$ cat config.mk
export PLATFORM = sky130hd
export DESIGN_NAME = seq_branch_unit
export DESIGN_NICKNAME = d
export VERILOG_FILES = /design/src/rtl/seq_br_pkg.sv /design/src/rtl/seq_stage_cnt.sv /design/src/rtl/seq_br_cond.sv /design/src/rtl/seq_br_target.sv /design/src/rtl/seq_branch_unit.sv
export SDC_FILE = /design/constraint.sdc
export NUM_CORES = 1
export LEC_CHECK = 0
export BUFFER_PORTS_ARGS = -buffer_cell sky130_fd_sc_hd__buf_2
export CAP_MARGIN = 40
export CORE_ASPECT_RATIO = 0.7
export CORE_MARGIN = 10
export CORE_UTILIZATION = 30
export CTS_BUF_LIST = sky130_fd_sc_hd__clkbuf_16
export CTS_CLUSTER_SIZE = 8
export DETAILED_ROUTE_END_ITERATION = 7
export HOLD_SLACK_MARGIN = 0.03
export PLACE_DENSITY_LB_ADDON = 0.25
export SETUP_SLACK_MARGIN = 0.1
export SLEW_MARGIN = 20
export SYNTH_ARGS = -nofsm -noshare
export SYNTH_HDL_FRONTEND = slang
export SYNTH_HIERARCHICAL = 1
export SYNTH_SLANG_ARGS = --single-unit
$ cat constraint.sdc
create_clock -name clk -period 4.2 [get_ports clk]
set_clock_uncertainty 0.05 [all_clocks]
set_input_delay 0.21 -clock clk [delete_from_list [all_inputs] [get_ports clk]]
set_output_delay 0.21 -clock clk [all_outputs]
set_load 0.02 [all_outputs]
$ cat src/rtl/seq_br_pkg.sv
package seq_br_pkg;
   typedef enum logic [2:0] {
      BR_NOP     = 3'd0,
      BR_CNT_CLR = 3'd1,
      BR_CNT_ADD = 3'd2,
      BR_CNT_SUB = 3'd3,
      BR_JMP_REG = 3'd4,
      BR_JMP_IMM = 3'd5,
      BR_REL_R0  = 3'd6,
      BR_REL_CNT = 3'd7
   } br_op_e;

   localparam logic [1:0] C_ABS_ALWAYS = 2'd0;
   localparam logic [1:0] C_ABS_ZERO   = 2'd1;
   localparam logic [1:0] C_ABS_OVF    = 2'd2;
   localparam logic [1:0] C_R0_EQ      = 2'd0;
   localparam logic [1:0] C_R0_LT      = 2'd1;
   localparam logic [1:0] C_R0_GT      = 2'd2;
   localparam logic [1:0] C_CNT_LT     = 2'd0;
   localparam logic [1:0] C_CNT_LE     = 2'd1;
   localparam logic [1:0] C_CNT_GE     = 2'd2;
endpackage

$ cat src/rtl/seq_stage_cnt.sv
module seq_stage_cnt #(
   parameter int CNT_W = 8
) (
   input  logic             clk,
   input  logic             rst_n,
   input  logic             do_clr,
   input  logic             do_add,
   input  logic             do_sub,
   input  logic [CNT_W-1:0] amount,
   output logic [CNT_W-1:0] count
);
   // Modulo 2^CNT_W arithmetic: carries and borrows fall off the top.
   always_ff @(posedge clk or negedge rst_n) begin
      if (!rst_n)      count <= '0;
      else if (do_clr) count <= '0;
      else if (do_add) count <= count + amount;
      else if (do_sub) count <= count - amount;
   end
endmodule

$ cat src/rtl/seq_br_cond.sv
module seq_br_cond
   import seq_br_pkg::*;
#(
   parameter int DATA_W = 16,
   parameter int CNT_W  = 8
) (
   input  logic [2:0]        op_code,
   input  logic [1:0]        cond,
   input  logic [DATA_W-1:0] r0_val,
   input  logic [DATA_W-1:0] threshold,
   input  logic [CNT_W-1:0]  count,
   input  logic              flag_z,
   input  logic              flag_o,
   output logic              take
);
   logic [DATA_W-1:0] cnt_ext;
   logic              r0_eq, r0_lt, cn_eq, cn_lt;
   br_op_e            opc;

   assign opc     = br_op_e'(op_code);
   assign cnt_ext = {{(DATA_W-CNT_W){1'b0}}, count};
   assign r0_eq   = (r0_val == threshold);
   assign r0_lt   = (r0_val <  threshold);
   assign cn_eq   = (cnt_ext == threshold);
   assign cn_lt   = (cnt_ext <  threshold);

   always_comb begin
      take = 1'b0;
      unique case (opc)
         BR_JMP_REG, BR_JMP_IMM: begin
            case (cond)
               C_ABS_ALWAYS: take = 1'b1;
               C_ABS_ZERO:   take = flag_z;
               C_ABS_OVF:    take = flag_o;
               default:      take = 1'b0;
            endcase
         end
         BR_REL_R0: begin
            case (cond)
               C_R0_EQ: take = r0_eq;
               C_R0_LT: take = r0_lt;
               C_R0_GT: take = !r0_lt && !r0_eq;
               default: take = 1'b0;
            endcase
         end
         BR_REL_CNT: begin
            case (cond)
               C_CNT_LT: take = cn_lt;
               C_CNT_LE: take = cn_lt || cn_eq;
               C_CNT_GE: take = !cn_lt;
               default:  take = 1'b0;
            endcase
         end
         default: take = 1'b0;
      endcase
   end
endmodule

$ cat src/rtl/seq_br_target.sv
module seq_br_target
   import seq_br_pkg::*;
#(
   parameter int PC_W   = 11,
   parameter int DATA_W = 16,
   parameter int IMM_W  = 13,
   parameter int STEP_W = 10
) (
   input  logic [2:0]        op_code,
   input  logic [PC_W-1:0]   pc,
   input  logic [DATA_W-1:0] reg_target,
   input  logic [IMM_W-1:0]  imm_target,
   input  logic [STEP_W-1:0] step_bytes,
   output logic [PC_W-1:0]   target
);
   localparam int IMM_WORD_W  = IMM_W - 2;
   localparam int STEP_WORD_W = STEP_W - 2;

   logic [PC_W-1:0] reg_word, imm_word, step_word;
   br_op_e          opc;

   assign opc = br_op_e'(op_code);

   // Register target already counts words: truncate or zero-extend.
   if (DATA_W >= PC_W) begin : g_reg_trunc
      assign reg_word = reg_target[PC_W-1:0];
   end else begin : g_reg_ext
      assign reg_word = {{(PC_W-DATA_W){1'b0}}, reg_target};
   end

   // Immediate target counts bytes: drop the two alignment bits.
   if (IMM_WORD_W >= PC_W) begin : g_imm_trunc
      assign imm_word = imm_target[PC_W+1:2];
   end else begin : g_imm_ext
      assign imm_word = {{(PC_W-IMM_WORD_W){1'b0}}, imm_target[IMM_W-1:2]};
   end

   // Signed byte step to signed word step (floor division by 4).
   if (STEP_WORD_W >= PC_W) begin : g_step_trunc
      assign step_word = step_bytes[PC_W+1:2];
   end else begin : g_step_ext
      assign step_word = {{(PC_W-STEP_WORD_W){step_bytes[STEP_W-1]}},
                          step_bytes[STEP_W-1:2]};
   end

   always_comb begin
      unique case (opc)
         BR_JMP_REG: target = reg_word;
         BR_JMP_IMM: target = imm_word;
         default:    target = pc + step_word;
      endcase
   end
endmodule

$ cat src/rtl/seq_branch_unit.sv
module seq_branch_unit
   import seq_br_pkg::*;
#(
   parameter int PC_W        = 11,
   parameter int DATA_W      = 16,
   parameter int CNT_W       = 8,
   parameter int IMM_W       = 13,
   parameter int STEP_W      = 10,
   parameter int EXEC_CYC    = 2,
   parameter int FETCH_SHORT = 2,
   parameter int FETCH_LONG  = 4,
   parameter int CYC_W       = 3
) (
   input  logic              clk,
   input  logic              rst_n,
   input  logic              op_valid,
   input  logic [2:0]        op_code,
   input  logic [1:0]        cond,
   input  logic [PC_W-1:0]   pc,
   input  logic [DATA_W-1:0] reg_target,
   input  logic [IMM_W-1:0]  imm_target,
   input  logic [STEP_W-1:0] step_bytes,
   input  logic [DATA_W-1:0] threshold,
   input  logic [DATA_W-1:0] r0_val,
   input  logic [CNT_W-1:0]  cnt_amount,
   input  logic              flag_we,
   input  logic              alu_zero,
   input  logic              alu_ovf,
   output logic              res_valid,
   output logic [PC_W-1:0]   next_pc,
   output logic              taken,
   output logic [CYC_W-1:0]  cycles,
   output logic [CNT_W-1:0]  stage_cnt
);
   localparam logic [CYC_W-1:0] CYC_BR  = CYC_W'(EXEC_CYC + FETCH_SHORT);
   localparam logic [CYC_W-1:0] CYC_CNT = CYC_W'(EXEC_CYC + FETCH_LONG);
   localparam logic [PC_W-1:0]  PC_ONE  = PC_W'(1);

   if (DATA_W < CNT_W) begin : g_chk_cnt
      $error("DATA_W must be at least CNT_W");
   end
   if (IMM_W < 3 || STEP_W < 3 || PC_W < 2) begin : g_chk_imm
      $error("IMM_W and STEP_W must be at least 3, PC_W at least 2");
   end
   if ((EXEC_CYC + FETCH_LONG) >= (1 << CYC_W) || (EXEC_CYC + FETCH_SHORT) >= (1 << CYC_W)) begin : g_chk_cyc
      $error("CYC_W too narrow for the cycle counts");
   end

   br_op_e          opc;
   logic            is_cnt, is_br, take, flag_z, flag_o;
   logic [PC_W-1:0] tgt;

   assign opc    = br_op_e'(op_code);
   assign is_cnt = op_valid && (opc == BR_CNT_CLR || opc == BR_CNT_ADD || opc == BR_CNT_SUB);
   assign is_br  = op_valid && op_code[2];

   seq_stage_cnt #(.CNT_W(CNT_W)) u_cnt (
      .clk    (clk),
      .rst_n  (rst_n),
      .do_clr (op_valid && opc == BR_CNT_CLR),
      .do_add (op_valid && opc == BR_CNT_ADD),
      .do_sub (op_valid && opc == BR_CNT_SUB),
      .amount (cnt_amount),
      .count  (stage_cnt)
   );

   seq_br_cond #(.DATA_W(DATA_W), .CNT_W(CNT_W)) u_cond (
      .op_code   (op_code),
      .cond      (cond),
      .r0_val    (r0_val),
      .threshold (threshold),
      .count     (stage_cnt),
      .flag_z    (flag_z),
      .flag_o    (flag_o),
      .take      (take)
   );

   seq_br_target #(.PC_W(PC_W), .DATA_W(DATA_W), .IMM_W(IMM_W), .STEP_W(STEP_W)) u_tgt (
      .op_code    (op_code),
      .pc         (pc),
      .reg_target (reg_target),
      .imm_target (imm_target),
      .step_bytes (step_bytes),
      .target     (tgt)
   );

   // ALU flag store: loads only on the ALU strobe.
   always_ff @(posedge clk or negedge rst_n) begin
      if (!rst_n) begin
         flag_z <= 1'b0;
         flag_o <= 1'b0;
      end else if (flag_we) begin
         flag_z <= alu_zero;
         flag_o <= alu_ovf;
      end
   end

   always_ff @(posedge clk or negedge rst_n) begin
      if (!rst_n) begin
         res_valid <= 1'b0;
         taken     <= 1'b0;
         next_pc   <= '0;
         cycles    <= '0;
      end else begin
         res_valid <= is_cnt || is_br;
         if (is_cnt || is_br) begin
            taken   <= is_br && take;
            next_pc <= (is_br && take) ? tgt : pc + PC_ONE;
            cycles  <= is_br ? CYC_BR : CYC_CNT;
         end
      end
   end
endmodule

==> out/metrics.csv <==
metric;value;unit
Main synth FF type;sky130_fd_sc_hd__dfrtp_1;
cts bufs inserted;3;
Final Hold Vio Count;0;
post-route minimum period;2.875;ns
largest net degree at the start of global routing;26;
wire length reported by the detailed router;9.760;mm
Iteration-0 DRC Markers;184;
most common cell after layout, fill and taps aside;sky130_fd_sc_hd__buf_2;
clk_lat worst skew;0.26;ns
total placed cells including tap cells;613;
type of the worst min-delay path;primary input to flop;
share of the core filled with cells in the final layout;38.94;%
Worst-path clk slew;0.07;ns
post-route insts no fill;618;
Bufs and invs on worst path;0;
half-perimeter wire length after detailed placement;8.424;mm
total die area;14890;sq um
drc violations;0;
Yosys reg bits;25;
total number of placement rows;30;
vias post-DR;3086;
first-pass GRT wire length;15.79;mm
vias in the first global route;3124;
critical path type;flop to flop;
aggregate negative setup slack;0;ns
delay contributed by the slowest stage of the critical path;0.45;ns
number of buffers added on ports;114;
vertical extent of the die;105.1;microns
family with the most delay on the worst path;simple AND/OR/NAND/NOR gates;
instance area at placement;3769;sq um
number of antenna-violating nets in the routed design;0;
gr ovfl total;0;
detailed-router iteration count before antenna repair;4;
per-cell routed wire length;15.79;microns
IR drop worst, VDD;0.0001749;V
total nets after synthesis;528;
fill cell total of the finished layout;1056;
cell area power density;311.9;nW/um^2
initial antenna violation count;0;
via count normalized by instance count;4.994;
Post-synth EDFFs;0;
worst-case setup slack after placement;1.289;ns
critical-path maximum fanout;11;
CTS Root Buffer Type;sky130_fd_sc_hd__clkbuf_16;
routability congestion estimate from global placement;0.8544;
clock tree from TritonCTS;yes;
Avg Synthesized Cell Area;8.133;sq um
total count of max-transition violations in the final report;0;
Horiz. Die Dim;141.6;microns
share of the yosys chip area belonging to registers;20.14;%
Final setup violation count;0;
final period utilization;68.45;%
data required time of the critical path;4.34;ns
Initial Utilization;31.35;%
Post-synth ARST share;100.0;%
Layout area overhead;24.20;%
fraction of final layout cells sized beyond drive strength 1;27.96;%
outcome;finished clean;
critical path endpoint category;flop;
summed instance area of the synthesized netlist;3107;sq um
leakage power of the design;1.933;nW
data arrival time at the worst-slack endpoint;3.01;ns
worst-margin pin slew;0.7550;ns
overall fraction of global-route tracks in use;12.55;%
unique cell type count in the Yosys netlist;62;
depth of the CTS H-tree;1;
master of the slowest instance on the critical path;sky130_fd_sc_hd__dfrtp_1;
number of antenna repair diodes;0;
ordered cell list for the critical path;ha_1 > nand4_1 > or3_1 > a211o_1 > o2111ai_1 > o21a_1 > and3_1 > nor2_1 > o41a_1 > a21oi_1;
unrepaired setup endpoints after global routing;false;
tightest hold margin;0.1351;ns
power consumption;1.204;mW
f_max;347.8;MHz
most used cells in the layout excluding fill and tap cells;sky130_fd_sc_hd__buf_2, sky130_fd_sc_hd__ha_1, sky130_fd_sc_hd__nand2_1, sky130_fd_sc_hd__a21oi_1, sky130_fd_sc_hd__inv_1;
clock sink count;25;
num ports;125;
slack of the critical path;1.325;ns
count of maximum capacitance violations;0;
cell count after synthesis;382;
post-layout net count;637;
finished layout cell area;3859;sq um
area of the core;9910;sq um
nature of the critical path startpoint;flop;
Max Buffers Root-to-Sink;2;
Max transition margin;49.67;%
count of synthesis-stage warnings from yosys;6;
[flip-flops by register name, indices dropped and copies added, names as in the netlist]
| name | cells |
|---|---|
| next_pc | 11 |
| u_cnt/count | 8 |
| cycles | 2 |
| flag_o | 1 |
| flag_z | 1 |
| res_valid | 1 |
| taken | 1 |
[cell type report]
cell class              count  area (sq um)  share of cell area (%)
repair buffers            116         588.1                   15.24
inverters                  33         123.9                   3.210
multi-input cells         312          2281                   59.11
flip-flops and latches     25         625.6                   16.21
well taps                 128         160.2                   4.150
clock inverters             1         5.005                  0.1297
clock buffers               3         75.07                   1.946
[what timing repair did]
item,in CTS,in global routing
endpoints found under the hold margin,25,0
buffers inserted,0,0
gates resized for setup,0,0
hold buffers,1,0
[metal layers]
layer  global-route usage [%]  up-vias  routed length [microns]
met5                        0        -                        0
met4                    1.528        0                       44
met3                    2.759        4                      529
met2                    19.58       65                     4255
met1                    17.62     1405                     4929
li1                         -     1612                        -
[worst paths after layout]
check	startpoint	endpoint	slack, ns	depth (start not counted)
min reg2reg	cycles[2]	cycles[2]	0.43	1
max reg2reg	u_cnt/count[7]	next_pc[9]	1.33	10
min	alu_ovf	flag_o	0.14	2
min in group asynchronous	rst_n	u_cnt/count[7]	0.44	2
max in group asynchronous	rst_n	next_pc[5]	3.25	2
max	u_cnt/count[7]	next_pc[9]	1.33	10
[cells by family after synthesis]
| logic type | after synthesis | synth area share [%] |
|---|---|---|
| other | 1 | 0.1207 |
| xor gates and xnor gates | 24 | 6.766 |
| muxes | 14 | 4.632 |
| and+or+nand+nor | 115 | 19.86 |
| DFF | 25 | 20.14 |
| buffers and inverters | 45 | 6.444 |
| AOI/OAI and AO/OA | 113 | 23.44 |
| adders and majority gates | 45 | 18.61 |
[Yosys cell counts, types with 5 or more instances]
| master | number | area [sq um] |
|---|---|---|
| sky130_fd_sc_hd__ha_1 | 43 | 538.0 |
| sky130_fd_sc_hd__nand2_1 | 41 | 153.9 |
| sky130_fd_sc_hd__a21oi_1 | 37 | 185.2 |
| sky130_fd_sc_hd__inv_1 | 33 | 123.9 |
| sky130_fd_sc_hd__dfrtp_1 | 25 | 625.6 |
| sky130_fd_sc_hd__o21ai_0 | 25 | 125.1 |
| sky130_fd_sc_hd__nor2_1 | 20 | 75.07 |
| sky130_fd_sc_hd__xor2_1 | 13 | 113.9 |
| sky130_fd_sc_hd__mux2i_1 | 11 | 110.1 |
| sky130_fd_sc_hd__xnor2_1 | 11 | 96.34 |
| sky130_fd_sc_hd__nand3_1 | 9 | 45.04 |
| sky130_fd_sc_hd__a211oi_1 | 7 | 52.55 |
| sky130_fd_sc_hd__nand4_1 | 7 | 43.79 |
| sky130_fd_sc_hd__nor2b_1 | 7 | 43.79 |
| sky130_fd_sc_hd__a31oi_1 | 5 | 31.28 |
| sky130_fd_sc_hd__o211ai_1 | 5 | 37.54 |
| sky130_fd_sc_hd__or3_1 | 5 | 31.28 |
[power breakdown]
group	leakage (nW)	internal (mW)	switching, mW
clock	0.0409	0.128	0.0856
sequential	0.301	0.291	0.0603
combinational	1.59	0.273	0.365
Note: power is estimated with default switching activity, not from simulation.
